[config.mk]
export PLATFORM = sky130hd
export DESIGN_NAME = line_zero_engine
export DESIGN_NICKNAME = d
export VERILOG_FILES = /design/src/rtl/lzero_pkg.sv /design/src/rtl/lzero_size_sel.sv /design/src/rtl/lzero_addr_gen.sv /design/src/rtl/lzero_ctrl.sv /design/src/rtl/line_zero_engine.sv
export SDC_FILE = /design/constraint.sdc
export NUM_CORES = 1
export LEC_CHECK = 0
export BUFFER_PORTS_ARGS = -buffer_cell sky130_fd_sc_hd__clkbuf_2
export CORE_AREA = 2 2 80 82
export CTS_CLUSTER_SIZE = 16
export DETAILED_ROUTE_END_ITERATION = 8
export DIE_AREA = 0 0 82 84
export MAX_ROUTING_LAYER = met4
export PLACE_DENSITY = 0.78
export SLEW_MARGIN = 20
export SYNTH_ARGS = -nofsm -noshare
export SYNTH_HDL_FRONTEND = slang
export SYNTH_SLANG_ARGS = --single-unit
[constraint.sdc]
create_clock -name clk -period 7.41 [get_ports clk]
set_input_delay 1.8525 -clock clk [delete_from_list [all_inputs] [get_ports clk]]
set_output_delay 1.8525 -clock clk [all_outputs]
set_load 0.02 [all_outputs]
[src/rtl/lzero_pkg.sv]
// Package: shared constants and the controller state type for the
// line zeroing engine. Assumes 32-bit write words and lines of at most
// 128 bytes.
package lzero_pkg;
    localparam int WORD_BYTES     = 4;
    localparam int MAX_LINE_BYTES = 128;
    localparam int MAX_WORDS      = MAX_LINE_BYTES / WORD_BYTES;
    localparam int IDX_W          = $clog2(MAX_WORDS);
    localparam int DATA_W         = 8 * WORD_BYTES;

    typedef enum logic [1:0] {
        ST_IDLE = 2'd0,
        ST_FILL = 2'd1,
        ST_FIN  = 2'd2
    } lz_state_t;
endpackage

[src/rtl/lzero_size_sel.sv]
// Module: lzero_size_sel
// Purpose: turn the configured line length and the override field of the
// configuration word into an effective last-word index and an alignment
// mask. Purely combinational.
// Assumes: MODE_LSB+1 < CFG_W; the lengths 64 and 128 fit in SIZE_W bits.
module lzero_size_sel
    import lzero_pkg::*;
#(
    parameter int          ADDR_W   = 32,
    parameter int          SIZE_W   = 8,
    parameter int          CFG_W    = 32,
    parameter int          MODE_LSB = 7,
    parameter logic [1:0]  OVR_CODE = 2'd1
) (
    input  logic [SIZE_W-1:0] line_bytes_i,
    input  logic [CFG_W-1:0]  cfg_word_i,
    output logic [IDX_W-1:0]  last_idx_o,
    output logic [ADDR_W-1:0] mask_o
);
    localparam logic [SIZE_W-1:0] LEN_64  = SIZE_W'(64);
    localparam logic [SIZE_W-1:0] LEN_128 = SIZE_W'(128);

    logic [1:0] mode_fld;
    logic       force_small;
    logic [7:0] eff_bytes;

    // Extract the two-bit override field from its parameterised position.
    always_comb begin
        mode_fld    = cfg_word_i[MODE_LSB+1:MODE_LSB];
        force_small = (mode_fld == OVR_CODE);
    end

    // Pick the effective line length; anything unsupported falls to 32.
    always_comb begin
        if (force_small)                  eff_bytes = 8'd32;
        else if (line_bytes_i == LEN_64)  eff_bytes = 8'd64;
        else if (line_bytes_i == LEN_128) eff_bytes = 8'd128;
        else                              eff_bytes = 8'd32;
    end

    // Derive the last word index and the address alignment mask.
    always_comb begin
        last_idx_o = IDX_W'((eff_bytes >> 2) - 8'd1);
        mask_o     = ~(ADDR_W'(eff_bytes) - ADDR_W'(1));
    end
endmodule

[src/rtl/lzero_addr_gen.sv]
// Module: lzero_addr_gen
// Purpose: hold the aligned line base and the word index, and form the
// byte address of the current write as base plus four times the index.
// Assumes: base_i is already aligned; load and inc never coincide.
module lzero_addr_gen
    import lzero_pkg::*;
#(
    parameter int ADDR_W = 32
) (
    input  logic              clk,
    input  logic              rst_n,
    input  logic              load_i,
    input  logic [ADDR_W-1:0] base_i,
    input  logic              inc_i,
    output logic [IDX_W-1:0]  idx_o,
    output logic [ADDR_W-1:0] addr_o
);
    logic [ADDR_W-1:0] base_q;
    logic [IDX_W-1:0]  idx_q;

    // Capture the base on load and step the word index on each accepted write.
    always_ff @(posedge clk) begin
        if (!rst_n) begin
            base_q <= '0;
            idx_q  <= '0;
        end else if (load_i) begin
            base_q <= base_i;
            idx_q  <= '0;
        end else if (inc_i) begin
            idx_q  <= idx_q + IDX_W'(1);
        end
    end

    // Form the word address from base and index.
    always_comb begin
        idx_o  = idx_q;
        addr_o = base_q + (ADDR_W'(idx_q) << 2);
    end
endmodule

[src/rtl/lzero_ctrl.sv]
// Module: lzero_ctrl
// Purpose: sequence one line clear: accept a start while idle, keep one
// write outstanding until acknowledged, stop after the last index and
// show done for a single cycle.
// Assumes: ack_i is only meaningful while req_o is high.
module lzero_ctrl
    import lzero_pkg::*;
(
    input  logic             clk,
    input  logic             rst_n,
    input  logic             start_i,
    input  logic             ack_i,
    input  logic [IDX_W-1:0] last_idx_i,
    input  logic [IDX_W-1:0] idx_i,
    output logic             load_o,
    output logic             inc_o,
    output logic             req_o,
    output logic             done_o,
    output logic             busy_o
);
    lz_state_t        state_q, state_d;
    logic [IDX_W-1:0] last_q;

    // Next-state decision for the clear sequence.
    always_comb begin
        state_d = state_q;
        unique case (state_q)
            ST_IDLE: if (start_i) state_d = ST_FILL;
            ST_FILL: if (ack_i && (idx_i == last_q)) state_d = ST_FIN;
            ST_FIN:  state_d = ST_IDLE;
            default: state_d = ST_IDLE;
        endcase
    end

    // State register and latched last index.
    always_ff @(posedge clk) begin
        if (!rst_n) begin
            state_q <= ST_IDLE;
            last_q  <= '0;
        end else begin
            state_q <= state_d;
            if (load_o) last_q <= last_idx_i;
        end
    end

    // Decode controls and port strobes from the current state.
    always_comb begin
        load_o = (state_q == ST_IDLE) && start_i;
        inc_o  = (state_q == ST_FILL) && ack_i;
        req_o  = (state_q == ST_FILL);
        done_o = (state_q == ST_FIN);
        busy_o = (state_q != ST_IDLE);
    end
endmodule

[src/rtl/line_zero_engine.sv]
// Module: line_zero_engine
// Purpose: top of the line zeroing engine; ties the size selector, the
// controller and the address generator to a zero-data word write port.
// Assumes: one write outstanding; the memory side acknowledges each
// request in its own time while the request stays high.
module line_zero_engine
    import lzero_pkg::*;
#(
    parameter int          ADDR_W   = 32,
    parameter int          SIZE_W   = 8,
    parameter int          CFG_W    = 32,
    parameter int          MODE_LSB = 7,
    parameter logic [1:0]  OVR_CODE = 2'd1
) (
    input  logic              clk,
    input  logic              rst_n,
    input  logic              start_i,
    input  logic [ADDR_W-1:0] addr_i,
    input  logic [SIZE_W-1:0] line_bytes_i,
    input  logic [CFG_W-1:0]  cfg_word_i,
    output logic              wr_req_o,
    output logic [ADDR_W-1:0] wr_addr_o,
    output logic [DATA_W-1:0] wr_data_o,
    input  logic              wr_ack_i,
    output logic              busy_o,
    output logic              done_o
);
    logic [IDX_W-1:0]  last_idx;
    logic [ADDR_W-1:0] mask;
    logic [IDX_W-1:0]  idx;
    logic              load;
    logic              inc;

    lzero_size_sel #(
        .ADDR_W   (ADDR_W),
        .SIZE_W   (SIZE_W),
        .CFG_W    (CFG_W),
        .MODE_LSB (MODE_LSB),
        .OVR_CODE (OVR_CODE)
    ) u_size (
        .line_bytes_i (line_bytes_i),
        .cfg_word_i   (cfg_word_i),
        .last_idx_o   (last_idx),
        .mask_o       (mask)
    );

    lzero_ctrl u_ctrl (
        .clk        (clk),
        .rst_n      (rst_n),
        .start_i    (start_i),
        .ack_i      (wr_ack_i),
        .last_idx_i (last_idx),
        .idx_i      (idx),
        .load_o     (load),
        .inc_o      (inc),
        .req_o      (wr_req_o),
        .done_o     (done_o),
        .busy_o     (busy_o)
    );

    lzero_addr_gen #(
        .ADDR_W (ADDR_W)
    ) u_addr (
        .clk    (clk),
        .rst_n  (rst_n),
        .load_i (load),
        .base_i (addr_i & mask),
        .inc_i  (inc),
        .idx_o  (idx),
        .addr_o (wr_addr_o)
    );

    // The engine only ever writes zero words.
    always_comb wr_data_o = '0;
endmodule

; ---- After elaboration in Yosys (flattened, before gate mapping)
; Cells that the tools add are included.
; Widths: inputs -> output; s select.
[classes]
n_reduce_logical = 7
mux = 6
eq_ne = 8
addsub = 4
bitwise_logic = 3
[op_table]
columns = cell, count
row1 = $add 32x7->32, 1
row2 = $and 32x32->32, 1
row3 = $not 32->32, 1
row4 = $mux 8, 3
row5 = $sub 8x1->9 const B, 1
row6 = $eq 8x7->1 const B, 1
row7 = $eq 8x8->1 const B, 1
row8 = $add 5x1->5 const B, 1
row9 = $eq 5x5->1, 1
row10 = $sub 5x1->5 const B, 1
row11 = $eq 2x1->1 const B, 2
row12 = $mux 2, 2
row13 = $pmux 2 s2, 1
row14 = $logic_and 1x1->1, 3
row15 = $eq 2x2->1 const B, 1
row16 = $logic_not 2->1, 1
row17 = $ne 2x1->1 const B, 1
row18 = $ne 2x2->1 const B, 1
row19 = $reduce_and 2->1, 1
row20 = $reduce_bool 2->1, 1
row21 = $reduce_or 2->1, 1
row22 = $not 1->1, 1
[word_totals]
register_bits = 44
out_inout_bits = 67
elab_cells = 32

; ---- Longest topological paths before layout
[logic_depth]
depth_word = 7
depth_mapped = 7

; ---- Hierarchy
; From an unflattened synthesis, not the netlist that was laid out.
[unflattened]
cells_unflattened = 365
hier_area_um2 = 3234.4
[modules_own_cells]
columns = module, cells_each, instances, seq_area_each_um2, area_per_inst_um2
row1 = lzero_addr_gen, 218, 1, 740.7, 2093.3
row2 = line_zero_engine, 65, 1, 0.0, 444.2
row3 = lzero_ctrl, 35, 1, 140.1, 359.1
row4 = lzero_size_sel, 47, 1, 0.0, 337.8

; ---- Worst setup path after synthesis
; OpenSTA, ideal clock, no wires.
[synth_path]
kind = reg2out
from = register u_addr.idx_q[3] (netlist: u_addr.idx_o[3])
to = output wr_addr_o[25]
arrival_time_ns = 2.034
required_ns = 5.557
stages_incl_launch_ff = 8
path_slack_ns = 3.523
cell_sequence = dfxtp_1 -> ha_1 -> inv_1 -> fa_1 -> and4b_1 -> and4bb_2 -> nand4_1 -> xnor2_1
[synth_between]
elab_chain_len = 1
[synth_lines]
columns = item, line_no
row1 = from (decl), lzero_addr_gen.sv:19  ; logic [IDX_W-1:0] idx_q;
row2 = from (signal assigned), lzero_addr_gen.sv:30  ; idx_q <= idx_q + IDX_W'(1);
row3 = $add 32x7->32, lzero_addr_gen.sv:37  ; addr_o = base_q + (ADDR_W'(idx_q) << 2);
row4 = to (decl), line_zero_engine.sv:22  ; output logic [ADDR_W-1:0] wr_addr_o,
; Every way passes these cells.

; ---- Final worst setup path
[layout_path]
from = register u_addr.idx_q[3] (netlist: u_addr.idx_o[3])
to = output wr_addr_o[31]
; The elaborated chain is that of the path after synthesis.

==> results.toml <==
[outcome]
status = "completed"

[timing]
worst_pin_slew_ps = 983
hold_slack_ps = 477
final.min_clock_period_ps = 4360
rsz0062_at_grt = "false"
finalMaxSlewViolations = 0
skew_ps = 4.33
relSlewSlack_pct = 34.3
setup-tns-final_ps = 0
min_period_over_period_pct = 58.8
max_freq_mhz = 229
hold_viol = 0
setup_viol = 0

[critical_path]
cp_max_fo = 5
cp.arrival_ps = 2510
rrSetupSlack_ps = 5590
crit_path_start_kind = "flop"
crit_chain = "ha_1 -> inv_1 -> fa_1 -> and4b_1 -> and4bb_2 -> nand3_1 -> xnor2_1 -> clkbuf_2"
cp_slowest_cell = "fa_1"
crit_buf_inv = 2
critPathKind = "reg2out"
slowest_delay_ps = 460
required_ps = 5560
path_delay_family = "simple AND/OR/NAND/NOR gates"
worstSetupEndpointType = "output pin"

[global_route]
antenna_found_initial = 0
grtUsageTotal_pct = 15.4
grt_pass1_wl_um = 8100
grt_pass1_vias = 1850
grt_max_degree = 34
overflow = 0

[synth]
syn_area_um2 = 2330
ys_warn_count = 0
synth_top_area_share_pct = 31.7
synth_top_family_by_area = "simple AND/OR/NAND/NOR gates"
synth_compound_area_share_pct = 10.6
synth.largest_area_cell = "dfxtp_1"
syn_inst = 288
synth_area_leaders = "dfxtp_1, buf_4, nand2_1"
synth-xor-area-share_pct = 12.7
yosys.area_share.adder_pct = 3.00
async_flop_share_pct = 0
synth_edf_count = 0
synth_ff_type = "dfxtp_1"
yosysUniqueCellTypes = 39
synth-seq-cells = 37
synthSimpleGateAreaFrac_pct = 26.7
synth_mux_area_share_pct = 0.429
avgSynthCellArea_um2 = 8.10
ys_seq_area_share_pct = 31.7

[cts]
clockRootBuffer = "clkbuf_8"
clkSinkCount = 37
ctsHoldBuffers = 0
post_cts_resized = 0
htreeDepth = 2
clkTransAtPathRegs_ps = 80
clock_path_buffers = 2
cts_tree = "done"
post_cts_buffers = 0
clk_latency_ps = 290
cts_buffers = 5

[cells_and_area]
drive_gt1_share_pct = 25.3
final_cells = 433
areaGrowthSynthToFinish_pct = 17.2
n_fill_cell = 624
nNetsFinal = 436
n_antenna_cell = 0

[pwr]
powerDensity_nw_per_um2 = 184
leakage_nw = 1.24
switching_power_w = 0.000149
pwr-share-clk_pct = 36.5
p_seq_share_pct = 44.5
intPower_w = 0.000353
switching_share_pct = 29.7
combPwrFrac_pct = 19.0
ir_drop_mv = 0.0835

[detailed_routing]
drt_pass1_iterations = 4
vias_per_cell = 4.66
wirelength_um = 4980
drt_iter0_drc = 63
drc = 0
wl_per_cell_um = 11.5
ant_nets = 0
vias = 2019

[place]
post-dp-hpwl_um = 3800
dp_cells = 425
port-buffer-count = 73
gp_congestion = 0.843

[die]
core_um2 = 6100
dieArea_um2 = 6890
start_util_pct = 38.3
rows = 29
dieWidth_um = 82
io_pins = 143
die_h_um = 84

[run]
drv_cap = 0

[hold_path]
hold_path.class = "reg2reg"
synthesized netlist by cell type (3+ instances only):
cell / instances
nand2_1: 65
buf_4: 37
dfxtp_1: 37
a21boi_0: 26
xnor2_1: 26
nand3_1: 12
nor2_1: 11
clkbuf_1: 9
nand4_1: 9
inv_1: 7
xor2_1: 6
ha_1: 4
nor2b_1: 4
and4_1: 3
state kept, by name (all words and copies together), names as in the netlist:
| name | flops |
|---|---|
| u_ctrl.last_q | 3 |
| u_ctrl.state_q | 2 |
| u_addr.idx_o | 5 |
| u_addr.base_q | 27 |
worst register-to-register path, delay by kind of cell (launching register included):
| family | cells | cell delay, ps |
|---|---|---|
| flip-flops | 1 | 400 |
| AND/OR/NAND/NOR | 3 | 1150 |
| AO/OA/AOI/OAI | 1 | 200 |
area by class of cell:
class	instances	area [um2]	area share [%]
flip-flops and latches	37	741	27.1
repair buffers	74	373	13.6
clock buffers	6	82.6	3.02
well taps	77	96.3	3.52
inverters	7	26.3	0.961
clock inverters	2	37.5	1.37
multi-input cells	230	1380	50.4
through the flow:
| stage | setup WS, ps | power (W) | util, % | area (um2) |
|---|---|---|---|---|
| after floorplan | 3520 | 0.000307 | - | 2460 |
| after global placement | 3400 | 0.000323 | 42.9 | 2620 |
| after detailed placement | 3370 | 0.000325 | 42.9 | 2620 |
| after CTS | 3020 | 0.000510 | 44.9 | 2740 |
| after global routing | 2840 | 0.000530 | 44.9 | 2740 |
| final | 3050 | 0.000503 | 44.9 | 2740 |
final timing paths:
kind	startpoint	endpoint	cells past startpoint
worst min-delay path	u_addr.base_q[31]	u_addr.base_q[31]	2
worst max-delay path	u_addr.idx_o[3]	wr_addr_o[31]	8
worst min register to register	u_addr.base_q[31]	u_addr.base_q[31]	2
worst max register to register	u_ctrl.state_q[1]	u_addr.base_q[7]	4
power by group through the flow:
stage	registers (W)	logic, W	clock network [W]
2_1_floorplan	0.000225	0.0000822	0
3_3_place_gp	0.000227	0.0000953	0
3_5_place_dp	0.000228	0.0000966	0
4_1_cts	0.000224	0.0000967	0.000189
5_1_grt	0.000226	0.000106	0.000198
6_report	0.000224	0.0000954	0.000184
per-layer routing:
metal / part of all wire (%) / vias to the layer above / GRT usage [%]
li1: - / 1018 / -
met1: 42 / 919 / 17.9
met2: 48 / 77 / 25.2
met3: 8.2 / 5 / 4.76
met4: 1.2 / 0 / 4.85
met5: 0 / - / -
cells by family (layout without fill, tap and decap cells):
group	after synthesis	count (layout)
mux	1	1
fa+ha+maj	5	5
buf+inv	54	89
other cells	1	34
flops	37	37
compound gates	33	33
xor+xnor	33	33
simple gates	124	124
placed cells by master (no fill, tap or decap), types with 6 or more instances in the layout:
cell type,instances
dfxtp_1,37
inv_1,7
clkbuf_8,6
nand4_1,9
xor2_1,6
a21boi_0,26
nand3_1,12
xnor2_1,26
nor2_1,11
clkbuf_2,73
nand2_1,65
conb_1,34
Note: power is estimated with default switching activity, not from simulation.
